==> config.mk <==
export PLATFORM = sky130hd
export DESIGN_NAME = spi_cmd_slave
export DESIGN_NICKNAME = d
export VERILOG_FILES = /design/src/rtl/spi_cmd_pkg.sv /design/src/rtl/spi_pin_sync.sv /design/src/rtl/spi_frame_rx.sv /design/src/rtl/spi_resp_tx.sv /design/src/rtl/spi_cmd_commit.sv /design/src/rtl/spi_cmd_slave.sv
export SDC_FILE = /design/constraint.sdc
export NUM_CORES = 1
export LEC_CHECK = 0
export ABC_AREA = 0
export BUFFER_PORTS_ARGS = -buffer_cell sky130_fd_sc_hd__buf_2
export CAP_MARGIN = 25
export CORE_MARGIN = 2
export CORE_UTILIZATION = 55
export CTS_BUF_LIST = sky130_fd_sc_hd__clkbuf_8
export CTS_CLUSTER_SIZE = 12
export DETAILED_ROUTE_END_ITERATION = 7
export PLACE_DENSITY_LB_ADDON = 0.12
export SLEW_MARGIN = 30
export SYNTH_ARGS = -nofsm -noshare
export SYNTH_HDL_FRONTEND = slang
export SYNTH_SLANG_ARGS = --single-unit
export TNS_END_PERCENT = 20
==> constraint.sdc <==
create_clock -name clk -period 2.3 [get_ports clk]
set_input_delay 0.23 -clock clk [delete_from_list [all_inputs] [get_ports clk]]
set_output_delay 0.23 -clock clk [all_outputs]
set_load 0.01 [all_outputs]
==> src/rtl/spi_cmd_pkg.sv <==
// Shared definitions for the framed SPI command port.
// Assumes a two-bit operation code leads every frame.
package spi_cmd_pkg;
    localparam int OP_W = 2;

    typedef enum logic [OP_W-1:0] {
        OP_RDATA = 2'b00,
        OP_RCFG  = 2'b01,
        OP_WDATA = 2'b10,
        OP_WCFG  = 2'b11
    } op_e;
endpackage

==> src/rtl/spi_pin_sync.sv <==
// Brings the three asynchronous SPI input pins into the clk domain through
// a SYNC_STAGES-deep flop chain, then derives single-cycle edge events.
// Assumes each SCLK phase lasts several clk cycles.
module spi_pin_sync #(
    parameter int SYNC_STAGES = 2
) (
    input  logic clk,
    input  logic rst_n,
    input  logic cs_n_pin,
    input  logic sclk_pin,
    input  logic mosi_pin,
    output logic cs_act,
    output logic cs_fall_evt,
    output logic cs_rise_evt,
    output logic sclk_rise_evt,
    output logic sclk_fall_evt,
    output logic mosi_s
);
    localparam logic [2:0] PIN_IDLE = 3'b100;   // {cs_n, sclk, mosi}

    logic [2:0] pins_raw;
    logic [2:0] chain [SYNC_STAGES];
    logic [2:0] pins_s;
    logic [2:0] pins_last;

    assign pins_raw = {cs_n_pin, sclk_pin, mosi_pin};

    for (genvar g = 0; g < SYNC_STAGES; g++) begin : g_stage
        if (g == 0) begin : g_first
            // First synchronizer stage samples the raw pins.
            always_ff @(posedge clk) begin
                if (!rst_n) chain[g] <= PIN_IDLE;
                else        chain[g] <= pins_raw;
            end
        end else begin : g_next
            // Later stages settle metastability.
            always_ff @(posedge clk) begin
                if (!rst_n) chain[g] <= PIN_IDLE;
                else        chain[g] <= chain[g-1];
            end
        end
    end

    assign pins_s = chain[SYNC_STAGES-1];

    // Previous synchronized value, for edge detection.
    always_ff @(posedge clk) begin
        if (!rst_n) pins_last <= PIN_IDLE;
        else        pins_last <= pins_s;
    end

    assign cs_act        = ~pins_s[2];
    assign cs_fall_evt   = pins_last[2] & ~pins_s[2];
    assign cs_rise_evt   = ~pins_last[2] & pins_s[2];
    assign sclk_rise_evt = ~pins_last[1] & pins_s[1];
    assign sclk_fall_evt = pins_last[1] & ~pins_s[1];
    assign mosi_s        = pins_s[0];
endmodule

==> src/rtl/spi_frame_rx.sv <==
// Collects the incoming frame. It counts SCLK rising edges, saturating one
// past the frame length so that overlong frames stay visible. It shifts the
// operation code into its own register and keeps the trailing payload bits.
// Everything clears while chip select is inactive.
module spi_frame_rx
    import spi_cmd_pkg::*;
#(
    parameter int FRAME_BITS = 16,
    parameter int CNT_W      = 5
) (
    input  logic                       clk,
    input  logic                       rst_n,
    input  logic                       cs_act,
    input  logic                       sclk_rise,
    input  logic                       mosi_s,
    output logic [FRAME_BITS-OP_W-1:0] payload,
    output logic [OP_W-1:0]            op_q,
    output logic [CNT_W-1:0]           bit_cnt
);
    localparam int PAY_W = FRAME_BITS - OP_W;
    localparam logic [CNT_W-1:0] CNT_SAT = CNT_W'(FRAME_BITS + 1);
    localparam logic [CNT_W-1:0] CNT_OPS = CNT_W'(OP_W);

    // Bit counter: counts rising SCLK edges in the frame, saturating.
    always_ff @(posedge clk) begin
        if (!rst_n || !cs_act)             bit_cnt <= '0;
        else if (sclk_rise && bit_cnt != CNT_SAT) bit_cnt <= bit_cnt + 1'b1;
    end

    // Opcode register: takes the first OP_W bits of the frame.
    always_ff @(posedge clk) begin
        if (!rst_n || !cs_act)                 op_q <= '0;
        else if (sclk_rise && bit_cnt < CNT_OPS) op_q <= {op_q[OP_W-2:0], mosi_s};
    end

    // Payload shifter: keeps the most recent PAY_W bits.
    always_ff @(posedge clk) begin
        if (!rst_n || !cs_act) payload <= '0;
        else if (sclk_rise)    payload <= {payload[PAY_W-2:0], mosi_s};
    end
endmodule

==> src/rtl/spi_resp_tx.sv <==
// Builds and serializes the reply word. It snapshots the status inputs,
// receive byte and configuration when chip select falls. The bit index
// advances on each SCLK falling edge, so bit 15 is presented before the
// first rising edge. The payload half is chosen by the second opcode bit,
// which is known before reply bit 13 goes out.
module spi_resp_tx #(
    parameter int FRAME_BITS = 16,
    parameter int CFG_W      = 14,
    parameter int DATA_W     = 8,
    parameter int CNT_W      = 5
) (
    input  logic              clk,
    input  logic              rst_n,
    input  logic              cs_act,
    input  logic              cs_fall,
    input  logic              sclk_fall,
    input  logic              cfg_sel,
    input  logic              rx_avail,
    input  logic              tx_space,
    input  logic [DATA_W-1:0] rx_data,
    input  logic [CFG_W-1:0]  cfg_word,
    output logic              snap_avail,
    output logic              snap_space,
    output logic              miso,
    output logic              miso_oe
);
    localparam logic [CNT_W-1:0] IDX_END = CNT_W'(FRAME_BITS);

    logic [DATA_W-1:0]     snap_rx;
    logic [CFG_W-1:0]      snap_cfg;
    logic [CNT_W-1:0]      out_idx;
    logic [FRAME_BITS-1:0] reply;
    logic [FRAME_BITS-1:0] reply_sh;

    // Snapshot of everything the reply may carry, taken at frame start.
    always_ff @(posedge clk) begin
        if (!rst_n) begin
            snap_avail <= 1'b0;
            snap_space <= 1'b0;
            snap_rx    <= '0;
            snap_cfg   <= '0;
        end else if (cs_fall) begin
            snap_avail <= rx_avail;
            snap_space <= tx_space;
            snap_rx    <= rx_data;
            snap_cfg   <= cfg_word;
        end
    end

    // Reply bit index: advances on SCLK falling edges, saturates past the end.
    always_ff @(posedge clk) begin
        if (!rst_n || !cs_act)                       out_idx <= '0;
        else if (sclk_fall && out_idx != IDX_END)    out_idx <= out_idx + 1'b1;
    end

    // Reply word and serializer.
    always_comb begin
        reply    = {snap_avail, snap_space,
                    cfg_sel ? snap_cfg : {{(CFG_W-DATA_W){1'b0}}, snap_rx}};
        reply_sh = reply << out_idx;
        miso     = cs_act & reply_sh[FRAME_BITS-1];
        miso_oe  = cs_act;
    end
endmodule

==> src/rtl/spi_cmd_commit.sv <==
// Commits a frame when chip select rises, but only if exactly FRAME_BITS
// rising SCLK edges were counted. It holds the configuration register and
// drives the single-cycle strobes. It assumes the frame collector still
// holds the frame during the cycle that flags the chip-select rise.
module spi_cmd_commit
    import spi_cmd_pkg::*;
#(
    parameter int FRAME_BITS = 16,
    parameter int CFG_W      = 14,
    parameter int DATA_W     = 8,
    parameter int CNT_W      = 5
) (
    input  logic              clk,
    input  logic              rst_n,
    input  logic              cs_rise,
    input  logic [CNT_W-1:0]  bit_cnt,
    input  logic [OP_W-1:0]   op_q,
    input  logic [CFG_W-1:0]  payload,
    input  logic              snap_avail,
    input  logic              snap_space,
    output logic [CFG_W-1:0]  cfg_word,
    output logic              cfg_wr,
    output logic              tx_wr,
    output logic [DATA_W-1:0] tx_byte,
    output logic              rx_rd
);
    localparam logic [CNT_W-1:0] CNT_FULL = CNT_W'(FRAME_BITS);

    logic frame_ok;
    op_e  op;

    assign frame_ok = cs_rise && (bit_cnt == CNT_FULL);
    assign op       = op_e'(op_q);

    // Register updates and strobes, all decided at the chip-select rise.
    always_ff @(posedge clk) begin
        if (!rst_n) begin
            cfg_word <= '0;
            cfg_wr   <= 1'b0;
            tx_wr    <= 1'b0;
            tx_byte  <= '0;
            rx_rd    <= 1'b0;
        end else begin
            cfg_wr <= 1'b0;
            tx_wr  <= 1'b0;
            rx_rd  <= 1'b0;
            if (frame_ok) begin
                case (op)
                    OP_WCFG: begin
                        cfg_word <= payload;
                        cfg_wr   <= 1'b1;
                    end
                    OP_WDATA: begin
                        if (snap_space) begin
                            tx_wr   <= 1'b1;
                            tx_byte <= payload[DATA_W-1:0];
                        end
                    end
                    OP_RDATA: rx_rd <= snap_avail;
                    default: ;
                endcase
            end
        end
    end
endmodule

==> src/rtl/spi_cmd_slave.sv <==
// Top of the sixteen-bit framed SPI command port. It ties together the pin
// synchronizer, frame collector, reply serializer and commit logic. It
// assumes SCLK idles low and each SCLK phase spans several clk cycles.
module spi_cmd_slave
    import spi_cmd_pkg::*;
#(
    parameter int FRAME_BITS  = 16,
    parameter int DATA_W      = 8,
    parameter int SYNC_STAGES = 2
) (
    input  logic                         clk,
    input  logic                         rst_n,
    input  logic                         spi_cs_n,
    input  logic                         spi_sclk,
    input  logic                         spi_mosi,
    output logic                         spi_miso,
    output logic                         spi_miso_oe,
    input  logic                         rx_avail,
    input  logic                         tx_space,
    input  logic [DATA_W-1:0]            rx_data,
    output logic [FRAME_BITS-OP_W-1:0]   cfg_word,
    output logic                         cfg_wr,
    output logic                         tx_wr,
    output logic [DATA_W-1:0]            tx_byte,
    output logic                         rx_rd
);
    localparam int CFG_W = FRAME_BITS - OP_W;
    localparam int CNT_W = $clog2(FRAME_BITS + 2);

    logic             cs_act;
    logic             cs_fall_evt;
    logic             cs_rise_evt;
    logic             sclk_rise_evt;
    logic             sclk_fall_evt;
    logic             mosi_s;
    logic [CFG_W-1:0] payload;
    logic [OP_W-1:0]  op_q;
    logic [CNT_W-1:0] bit_cnt;
    logic             snap_avail;
    logic             snap_space;

    spi_pin_sync #(.SYNC_STAGES(SYNC_STAGES)) u_sync (
        .clk(clk), .rst_n(rst_n),
        .cs_n_pin(spi_cs_n), .sclk_pin(spi_sclk), .mosi_pin(spi_mosi),
        .cs_act(cs_act), .cs_fall_evt(cs_fall_evt), .cs_rise_evt(cs_rise_evt),
        .sclk_rise_evt(sclk_rise_evt), .sclk_fall_evt(sclk_fall_evt),
        .mosi_s(mosi_s)
    );

    spi_frame_rx #(.FRAME_BITS(FRAME_BITS), .CNT_W(CNT_W)) u_rx (
        .clk(clk), .rst_n(rst_n), .cs_act(cs_act),
        .sclk_rise(sclk_rise_evt), .mosi_s(mosi_s),
        .payload(payload), .op_q(op_q), .bit_cnt(bit_cnt)
    );

    spi_resp_tx #(.FRAME_BITS(FRAME_BITS), .CFG_W(CFG_W), .DATA_W(DATA_W),
                  .CNT_W(CNT_W)) u_tx (
        .clk(clk), .rst_n(rst_n), .cs_act(cs_act), .cs_fall(cs_fall_evt),
        .sclk_fall(sclk_fall_evt), .cfg_sel(op_q[0]),
        .rx_avail(rx_avail), .tx_space(tx_space), .rx_data(rx_data),
        .cfg_word(cfg_word), .snap_avail(snap_avail), .snap_space(snap_space),
        .miso(spi_miso), .miso_oe(spi_miso_oe)
    );

    spi_cmd_commit #(.FRAME_BITS(FRAME_BITS), .CFG_W(CFG_W), .DATA_W(DATA_W),
                     .CNT_W(CNT_W)) u_commit (
        .clk(clk), .rst_n(rst_n), .cs_rise(cs_rise_evt), .bit_cnt(bit_cnt),
        .op_q(op_q), .payload(payload), .snap_avail(snap_avail),
        .snap_space(snap_space), .cfg_word(cfg_word), .cfg_wr(cfg_wr),
        .tx_wr(tx_wr), .tx_byte(tx_byte), .rx_rd(rx_rd)
    );
endmodule

==> metrics.md <==
| Metric | Value |
|---|---|
| Number of post-CTS setup repair buffers | 0 |
| Row cnt | 28 |
| CP Cell Sequence | nand2_1 -> a2111oi_0 -> nand3_1 -> o311ai_0 -> buf_2 |
| Total power | 2570 uW |
| Final hold viol count | 0 |
| Worst vdd ir | 0.576 mV |
| Vias in the first global route | 2274 |
| First DRT Iteration DRCs | 111 |
| Yosys cell types | 36 |
| Area Overhead vs Synth | 13.5% |
| Final setup fails | 0 |
| Buffers added on ports | 41 |
| Mapped Area | 3390 um2 |
| Core area | 5920 um2 |
| Fillers | 493 |
| PD cells | 669 nW/um2 |
| Initial antenna violation count | 0 |
| Max Slew Vio Count | 0 |
| Gr usage total | 0.213 |
| Resized cells post-CTS | 2 |
| Die height | 82.5 um |
| # nets final | 425 |
| Ratio of cells with drive above 1 in the final layout | 0.176 |
| Hold-fix buffers, CTS | 0 |
| DRT Pass-1 Iters | 4 |
| Hold Crit Class | in -> reg |
| Crit path buf inv count | 1 |
| CTS tree | built |
| Critical path required time | 2070 ps |
| IO Pins | 42 |
| Fmax | 460 MHz |
| Cell family with most CP delay | compound AO/OA/AOI/OAI gates |
| Worst skew pair latency | 350 ps |
| Worst slew pin tran | 513 ps |
| Slowest stage delay, CP | 520 ps |
| Setup Skew | 6.65 ps |
| Setup TNS | 0 ps |
| Largest net degree at the start of global routing | 43 |
| TritonCTS Buffers | 9 |
| Max-Slew Margin vs Limit | 0.649 |
| CTS Root Cell | clkbuf_8 |
| Synth Warn # | 0 |
| ANT cells | 0 |
| Bufs on Longest Clock Path | 2 |
| Initial Util | 0.572 |
| Commonest non-fill, non-tap cell in the layout | nand2_1 |
| HPWL after detailed placement | 4580 um |
| Status | finished, final reports clean |
| Setup crit end kind | primary output |
| Grt total ovfl | 0 |
| Most frequent cells in the layout | nand2_1 (86), dfxtp_1 (79), buf_2 (41), mux2i_1 (37), nor2b_1 (27) |
| Share of the yosys chip area belonging to registers | 0.491 |
| Routed len/inst | 13.7 um |
| Die W | 82.5 um |
| LEAKAGE | 0.00136 uW |
| CTS clock-pin slew for the worst setup and hold paths | 80 ps |
| H-tree depth | 3 |
| Via-to-Cell Ratio | 5.28 |
| Number of synthesized register bits | 83 |
| Max capacitance violation total | 0 |
| Critical path type | reg -> out |
| Tmin final | 2170 ps |
| Total die area | 6800 um2 |
| Clock Sinks | 83 |
| Startpoint Class | flop |
| CP arrival | 1940 ps |
| Period utilisation layout | 0.944 |
| RSZ-0062 raised after global routing | no |
| Mapped Cells | 370 |
| Via count | 2561 |
| DRC viols | 0 |
| Drt total wl | 6660 um |
| Post-Syn Nets | 390 |
| Crit Path Max Fanout | 10 |
| GPL Wtd Cong | 0.804 |
| Antenna Nets Post-Route | 0 |
| Avg Inst Size Synth | 9.15 um2 |
| First-pass GRT wire length | 10800 um |
| Slowest CP cell | dfxtp_1 |
cell usage after synthesis:
cell type  count  share of area
a21boi_0      24          0.053
a22oi_1        1         0.0022
xnor2_1        2         0.0052
inv_1          6         0.0067
o31ai_1        1         0.0022
o221ai_1       1         0.0026
mux2_2         1         0.0033
o31a_1         1         0.0026
a2bb2oi_1      1         0.0026
or3_1          1         0.0018
buf_4          1         0.0022
nor3b_1        1         0.0022
and2_1         7          0.013
nor3_4         1         0.0048
mux2i_1       37           0.11
nand2_1       86          0.095
buf_2          2         0.0030
nand2b_1       3         0.0055
nor2b_1       27          0.050
a31oi_1        1         0.0018
a21oi_1       15          0.022
nand3b_1       4         0.0089
a2111oi_0      1         0.0026
clkbuf_1      21          0.023
xor2_1         5          0.013
ha_1           5          0.018
or3b_4         1         0.0033
nor2_1        14          0.016
buf_8          1         0.0044
nand4_1        5         0.0092
dfxtp_1       83           0.49
nor4_1         2         0.0037
nand3_1        3         0.0044
nor4b_1        1         0.0026
o311ai_0       2         0.0052
o21ai_0        2         0.0030
area by class of cell:
type,count,area [um2],share of cell area
timing repair buffer,49,265,0.0691
multi-input combinational,256,1600,0.416
clock inverter,6,56.3,0.0147
tap,75,93.8,0.0244
sequential,83,1670,0.435
clock buffer,10,138,0.0358
inverter,6,22.5,0.00586
power by group:
part           internal [uW]  total (uW)  switching (uW)
combinational           36.6        83.4            46.8
clock                    522        1030             510
sequential              1450        1450            7.84
final timing paths:
path / slack (ps) / endpoint / from / cells past startpoint
hold / removal: 60 / u_sync.chain[0][2] / spi_cs_n / 2
setup reg to reg: 570 / u_commit.tx_byte[1] / u_rx.bit_cnt[4] / 5
hold reg to reg: 410 / u_sync.chain[1][2] / u_sync.chain[0][2] / 1
setup / recovery: 130 / spi_miso / u_tx.out_idx[3] / 5
cells by family (layout without fill, tap and decap cells):
logic type / Yosys count / count (layout) / share of synthesized area
adders and majority gates: 5 / 5 / 0.0185
xor gates and xnor gates: 7 / 7 / 0.0181
muxes: 38 / 38 / 0.113
AOI/OAI and AO/OA: 50 / 50 / 0.100
buffers and inverters: 31 / 71 / 0.0395
DFF: 83 / 83 / 0.491
and+or+nand+nor: 156 / 156 / 0.220
flip-flops by register name, indices dropped and copies added, names as in the netlist:
name / count
u_commit.cfg_word: 14
u_rx.payload: 14
u_tx.snap_cfg: 14
u_commit.tx_byte: 8
u_tx.snap_rx: 8
u_sync.chain: 6
u_rx.bit_cnt: 5
u_tx.out_idx: 5
u_rx.op_q: 2
u_sync.pins_last: 2
u_commit.cfg_wr: 1
u_commit.rx_rd: 1
u_commit.tx_wr: 1
u_tx.snap_avail: 1
u_tx.snap_space: 1
layer usage:
metal | global-route usage | part of all wire | vias up
li1 | - | - | 1301
met1 | 0.280 | 0.48 | 1205
met2 | 0.337 | 0.46 | 48
met3 | 0.0587 | 0.042 | 7
met4 | 0.0700 | 0.013 | 0
met5 | 0 | 0 | -
stage by stage:
step           utilization  cells  area (um2)  worst slack (ps)  hold WS, ps
2_1_floorplan            -    370        3390               566          331
4_1_cts              0.648    485        3840              72.0         52.6
3_3_place_gp         0.615    469        3640               414          401
3_5_place_dp         0.615    469        3640               346          403
5_1_grt              0.649    485        3840              23.4         68.8
6_report             0.649    485        3840               128         59.5
Power figures use the tool's default switching activity.
